==> config.mk <==
export PLATFORM = sky130hd
export DESIGN_NAME = serirq_agent
export DESIGN_NICKNAME = d
export VERILOG_FILES = /design/src/rtl/serirq_agent.sv
export SDC_FILE = /design/constraint.sdc
export NUM_CORES = 1
export LEC_CHECK = 0
export ABC_AREA = 1
export BUFFER_PORTS_ARGS = -buffer_cell sky130_fd_sc_hd__buf_2
export CORE_ASPECT_RATIO = 2
export CORE_MARGIN = 4
export CORE_UTILIZATION = 25
export CTS_BUF_LIST = sky130_fd_sc_hd__clkbuf_4 sky130_fd_sc_hd__clkbuf_8
export DETAILED_ROUTE_END_ITERATION = 10
export SLEW_MARGIN = 5
export SYNTH_ARGS = -nofsm -noshare
export SYNTH_HDL_FRONTEND = slang
export SYNTH_SLANG_ARGS = --single-unit
export TNS_END_PERCENT = 10
==> constraint.sdc <==
create_clock -name clk -period 3.9 [get_ports clk]
set_input_delay 0 -clock clk [delete_from_list [all_inputs] [get_ports clk]]
set_output_delay 0 -clock clk [all_outputs]
set_load 0.02 [all_outputs]
==> src/rtl/serirq_agent.sv <==
module serirq_agent #(
  parameter int N_SRC      = 4,
  parameter int NUM_FRAMES = 8,
  parameter int SLOT_W     = $clog2(NUM_FRAMES)
) (
  input  logic                    clk,
  input  logic                    rst_n,
  input  logic                    sirq_in,
  output logic                    sirq_oe,
  output logic                    sirq_out,
  input  logic [N_SRC-1:0]        irq_req,
  input  logic [N_SRC*SLOT_W-1:0] irq_slot,
  input  logic                    smi_req,
  input  logic [SLOT_W-1:0]       smi_slot,
  input  logic                    smi_frame_en,
  input  logic                    smi_pin_en,
  output logic                    smi_pin_n
);
  typedef enum logic [2:0] {S_IDLE, S_START, S_LEAD, S_FRAME, S_STOP} st_t;
  localparam logic [SLOT_W-1:0] LAST = SLOT_W'(NUM_FRAMES - 1);

  st_t               st;
  logic [1:0]        ph;
  logic [SLOT_W-1:0] slot, slot_nx;
  logic [1:0]        low_cnt;
  logic              quiet, oe_q, out_q, hit, pending;

  assign sirq_oe   = oe_q;
  assign sirq_out  = out_q;
  assign smi_pin_n = !(smi_req && smi_pin_en);
  assign pending   = (|irq_req) || (smi_req && smi_frame_en);
  assign slot_nx   = (st == S_LEAD) ? '0 : slot + 1'b1;

  always_comb begin
    hit = smi_req && smi_frame_en && (smi_slot == slot_nx);
    for (int i = 0; i < N_SRC; i++)
      if (irq_req[i] && irq_slot[i*SLOT_W +: SLOT_W] == slot_nx) hit = 1'b1;
  end

  always_ff @(posedge clk or negedge rst_n) begin
    if (!rst_n) begin
      st <= S_IDLE; ph <= 2'd0; slot <= '0; low_cnt <= 2'd0;
      quiet <= 1'b0; oe_q <= 1'b0; out_q <= 1'b1;
    end else begin
      oe_q  <= 1'b0;
      out_q <= 1'b1;
      case (st)
        S_IDLE:
          if (!sirq_in) st <= S_START;
          else if (quiet && pending) begin
            oe_q <= 1'b1; out_q <= 1'b0; st <= S_START;
          end
        S_START:
          if (sirq_in) st <= S_LEAD;
        S_LEAD: begin
          st <= S_FRAME; ph <= 2'd0; slot <= slot_nx;
          oe_q <= hit; out_q <= 1'b0;
        end
        S_FRAME:
          case (ph)
            2'd0: begin
              ph <= 2'd1;
              if (oe_q && !out_q) oe_q <= 1'b1;
            end
            2'd1: ph <= 2'd2;
            default:
              if (slot == LAST) begin
                st <= S_STOP; low_cnt <= 2'd0;
              end else begin
                ph <= 2'd0; slot <= slot_nx;
                oe_q <= hit; out_q <= 1'b0;
              end
          endcase
        S_STOP:
          if (!sirq_in) low_cnt <= (low_cnt == 2'd3) ? 2'd3 : low_cnt + 2'd1;
          else if (low_cnt != 2'd0) begin
            quiet <= (low_cnt == 2'd2);
            st    <= S_IDLE;
          end
        default: st <= S_IDLE;
      endcase
    end
  end
endmodule

# Word-level counts from Yosys, hierarchy flattened
# Cells that the tools add are included.
dict set report op_classes {
  n_mux 35
  reduce_logical 24
  n_addsub 2
  n_eq_ne 22
}
# operator count
set ops {}
lappend ops {{$mux W3} 10}
lappend ops {{$eq A3 B3 Y1} 5}
lappend ops {{$pmux W3 S5} 1}
lappend ops {{$ne A2 B2 Y1 const B} 7}
lappend ops {{$mux W1} 12}
lappend ops {{$pmux W2 S2} 3}
lappend ops {{$mux W2} 5}
lappend ops {{$logic_and A1 B1 Y1} 9}
lappend ops {{$eq A3 B2 Y1 const B} 2}
lappend ops {{$eq A3 B3 Y1 const B} 2}
lappend ops {{$pmux W1 S3} 2}
lappend ops {{$pmux W3 S2} 1}
lappend ops {{$reduce_and A3 Y1} 2}
lappend ops {{$reduce_and A6 Y1} 1}
lappend ops {{$reduce_bool A2 Y1} 3}
lappend ops {{$eq A2 B2 Y1 const B} 2}
lappend ops {{$ne A4 B4 Y1 const B} 1}
lappend ops {{$reduce_and A4 Y1} 1}
lappend ops {{$reduce_or A4 Y1} 1}
lappend ops {{$add A3 B1 Y3 const B} 1}
lappend ops {{$eq A3 B1 Y1 const B} 1}
lappend ops {{$logic_not A3 Y1} 1}
lappend ops {{$ne A3 B3 Y1 const B} 1}
lappend ops {{$add A2 B1 Y2 const B} 1}
lappend ops {{other kinds (7)} 8}
dict set report totals {
  reg_bits 13
  out_inout_bits 3
  word_cells 90
  input_bits 25
}

# Logic depth before layout (Yosys ltp)
dict set report logic_depth {
  word_depth 11
  mapped_depth 10
  mapped_depth_nobuf 10
}

# Least setup slack after synthesis
# OpenSTA, ideal clock, no wires.
dict set report synth_timing {
  kind {register -> register}
  start {reg slot[0]}
  end {reg oe_q (netlist: sirq_oe)}
  t_arrival_ns 1.459
  path_stages_with_launch 10
  t_required_ns 3.779
  n_path_buf 0
  slack_ns 2.320
  setup_time_ns 0.121
  period_less_slack_ns 1.580
  cell_sequence {dfrtp_1 -> ha_1 -> ha_1 -> nand2_2 -> o21ai_1 -> nor2_1 -> nand2_1 -> nand2_1 -> o21bai_1 -> nand2_1}
}
dict set report synth_via {
  elab_chain_cells 11
  word_cells_on_any_way 20
  classes_between {1 x add/sub; 6 x eq/ne; 8 x mux; 5 x reduce/logical}
}
# item line
set synth_lines {}
lappend synth_lines {{from (decl)} 24} ;# logic [SLOT_W-1:0] slot, slot_nx;
lappend synth_lines {{from (signal assigned)} 42} ;# st <= S_IDLE; ph <= 2'd0; slot <= '0; low_cnt <= 2'd0;
lappend synth_lines {{from (signal assigned)} 56} ;# st <= S_FRAME; ph <= 2'd0; slot <= slot_nx;
lappend synth_lines {{from (signal assigned)} 70} ;# ph <= 2'd0; slot <= slot_nx;
lappend synth_lines {{$add A3 B1 Y3} 32} ;# assign slot_nx = (st == S_LEAD) ? '0 : slot + 1'b1;
lappend synth_lines {{$mux W3} 32}
lappend synth_lines {{$eq A3 B3 Y1, on equally long branches} {35, 37}}
lappend synth_lines {{$logic_and A1 B1 Y1, on equally long branches} {35, 37}}
lappend synth_lines {{$mux W1 (4 in series)} 37} ;# if (irq_req[i] && irq_slot[i*SLOT_W +: SLOT_W] == slot_nx) hit = 1'b1;
lappend synth_lines {{$mux W1} 67} ;# if (slot == LAST) begin
lappend synth_lines {{$pmux W1 S2} 60} ;# case (ph)
lappend synth_lines {{$pmux W1 S3 (*)} 47} ;# case (st)
lappend synth_lines {{to (signal assigned)} 51} ;# oe_q <= 1'b1; out_q <= 1'b0; st <= S_START;
lappend synth_lines {{to (signal assigned)} 63} ;# if (oe_q && !out_q) oe_q <= 1'b1;
lappend synth_lines {{to (signal assigned)} 71} ;# oe_q <= hit; out_q <= 1'b0;
lappend synth_lines {{to (decl)} 26} ;# logic quiet, oe_q, out_q, hit, pending;
# Every way passes the cells marked *; elsewhere a longest branch is shown, timed or not.
# A chain may end at the register's enable or synchronous reset.

# Worst setup path after layout
# Ends and elaborated chain as after synthesis.

==> impl_metrics.py <==
metrics = {
    "finish": {
        "areaGrowthSynthToFinish_pct": 24.2,
        "final_util_pct": 32.6,
        "fin_area_sq_um": 1270,
        "n_antenna_cell": 0,
        "drive_gt1_share_pct": 24.1,
        "layout.nets": 219,
    },
    "drt": {
        "drtAntennaViolNets": 0,
        "drc": 0,
        "drtPass1Iterations": 4,
        "wl_per_cell_microns": 10.6,
        "vias": 1074,
        "dr.first_iter.drc_count": 16,
        "wl_mm": 2.57,
        "routed_via_density": 4.44,
    },
    "power": {
        "p_total_uw": 954,
        "vdd_drop_max_mv": 0.325,
        "pwr-share-clk_pct": 13.3,
        "cellLeakagePower_uw": 0.000699,
        "power.density_nw_per_um2": 753,
        "p_int_uw": 481,
        "combPwrFrac_pct": 59.8,
        "p_sw_uw": 473,
        "pwr-share-seq_pct": 26.9,
        "sw_frac_of_total_pct": 49.6,
    },
    "global_route": {
        "overflow": 0,
        "antenna_found_initial": 0,
        "groute.usage.overall_pct": 10.9,
        "grt_start_max_net_pins": 18,
        "grt_pass1_wl_mm": 4.25,
        "grt_pass1_vias": 1021,
    },
    "critical_path": {
        "cp.arrival_ps": 1850,
        "cp_common_cell": "nand2_1",
        "critPathCaptureType": "register",
        "r2r_start": "slot[0]",
        "cp_top_family": "adder cells",
        "crit_buf_inv": 0,
        "crit_slowest_cell": "dfrtp_1",
        "crit_chain": "ha_1 > ha_1 > nand2_2 > o21ai_1 > nor2_1 > nand2_1 > nand2_1 > o21bai_1 > nand2_1",
        "crit_required_ps": 4030,
        "worstSetupStartpoint": "slot[0]",
        "cp_max_fo": 7,
        "crit_type": "reg2reg",
        "critPathLaunchType": "register",
        "max_stage_delay_ps": 400,
    },
    "sta": {
        "setup_viol": 0,
        "hold_violations": 0,
        "finalCriticalPeriod_ps": 1720,
        "tns_ps": 0,
        "rsz0062_at_grt": "no",
        "hold_slack_ps": 98.3,
        "fmax_mhz": 581,
        "fin_skew_ps": 2.83,
        "finalMaxSlewViolations": 0,
        "slew_headroom_pct": 80.2,
        "fin_crit_sh_pct": 44.1,
        "worst_pin_slew_ps": 297,
    },
    "yosys": {
        "async_flop_share_pct": 100,
        "syn_avg_cell_area_sq_um": 6.37,
        "synth_edf_count": 0,
        "yosysWarningCount": 0,
        "synth_top_flop_cell": "dfrtp_1",
        "netlist.top_cell.by_area": "dfrtp_1",
        "ys_seq_area_share_pct": 32.0,
        "ys_ff_latch": 13,
        "synth.net_count": 187,
        "synth.most_common_cell": "nand2_1",
        "synthesis.instances": 160,
        "synth_top_area_share_pct": 29.4,
        "synthTopCellsByCount": "nand2_1 (48), nor2_1 (23), inv_1 (20), dfrtp_1 (12), nand3_1 (12)",
        "synth_area_leaders": "dfrtp_1 (29%), nand2_1 (18%), nor2_1 (8.5%), inv_1 (7.4%), nand3_1 (5.9%)",
        "synth.distinct_cells": 22,
        "syn_area_sq_um": 1020,
    },
    "clock_tree": {
        "cts_buffers": 3,
        "clkTransAtPathRegs_ps": 60,
        "cts_resized": 0,
        "cts_root_buf": "clkbuf_8",
        "cts_buffer_depth": 2,
        "clock-sinks": 13,
        "insertion_delay_ps": 240,
        "cts_tree": "done",
        "h-tree-depth": 1,
    },
    "place": {
        "port_buffers": 27,
        "gp_congestion": 0.819,
        "placed_area_sq_um": 1210,
        "hpwlAfterDp_mm": 2.18,
    },
    "outcome": {
        "status": "completed",
    },
    "die": {
        "rows": 32,
        "die_h_microns": 98.3,
        "io_pins": 28,
        "die-area_sq_um": 5230,
        "die_w_microns": 53.2,
        "start_util_pct": 26.3,
        "core_area_sq_um": 3880,
    },
    "hold_path": {
        "hp-start": "sirq_in",
        "hold_class": "in2reg",
    },
    "job": {
        "drv_cap": 0,
    },
}
power groups by stage:
| stage | combinational (uW) | clock, uW | sequential [uW] |
|---|---|---|---|
| final | 570 | 127 | 257 |
| after global routing | 654 | 139 | 267 |
| after CTS | 583 | 131 | 258 |
| after detailed placement | 579 | 0 | 260 |
| after global placement | 577 | 0 | 257 |
| after floorplan | 451 | 0 | 257 |
layer usage:
metal,track usage (%),vias to the layer above,routed length [microns]
met5,0,-,0
met4,4.72,0,30
met3,1.53,2,88
met2,20.5,17,1500
met1,11.1,483,946
li1,-,572,-
timing repair:
action	in CTS	in global routing
hold buffers	1	0
buffers inserted	0	0
hold endpoints to repair	13	0
flip-flops by register name (all words and copies together) (netlist names):
| signal | count |
|---|---|
| sirq_oe | 1 |
| ph | 2 |
| st | 3 |
| low_cnt | 2 |
| slot | 3 |
| quiet | 1 |
| sirq_out | 1 |
worst register-to-register path, stage by stage (launching register included):
cell and delay, ps:
dfrtp_1 400, ha_1 210, ha_1 390, nand2_2 130, o21ai_1 130, nor2_1 50
nand2_1 50, nand2_1 50, o21bai_1 130, nand2_1 60
cells in the final DEF, fill, tap and decap left out:
cell type and instances:
a21boi_2 1, a21oi_1 4, a21oi_2 3, buf_2 27, clkbuf_4 1, clkbuf_8 3, dfrtp_1 12, dfstp_2 1
dlygate4sd3_1 1, ha_1 2, inv_1 20, inv_2 2, nand2_1 48, nand2_2 4, nand2_4 1, nand3_1 12
nand3b_1 4, nor2_1 23, nor2_2 3, o211ai_1 1, o21a_1 1, o21ai_0 10, o21ai_1 5, o21bai_1 1
o31ai_1 1
kinds of logic after synthesis:
logic type / share of synthesized area [%]
AOI/OAI and AO/OA: 16.0
adders and majority gates: 2.45
buffers and inverters: 9.20
DFF: 32.0
and+or+nand+nor: 40.4
through the flow:
step	setup WS, ps	cells
finish	2180	242
global route	2040	242
CTS	2170	242
detailed placement	2180	237
global placement	2230	237
floorplan	2320	160
final timing paths:
kind	slack, ps	to	depth (start not counted)
worst max-delay path	2180	sirq_oe	9
worst max register to register	2180	sirq_oe	9
max in group asynchronous	3450	sirq_out	2
min in group asynchronous	170	slot[1]	2
worst min-delay path	100	st[0]	4
worst min register to register	480	ph[0]	2
area by class of cell:
cell class | instances | area (sq um)
tap | 51 | 63.8
multi-input combinational | 124 | 599
fill | 443 | 2620
inverter | 22 | 82.6
sequential | 13 | 327
clock buffer | 4 | 48.8
timing repair buffer | 28 | 145
(Power assumes the default switching activity.)
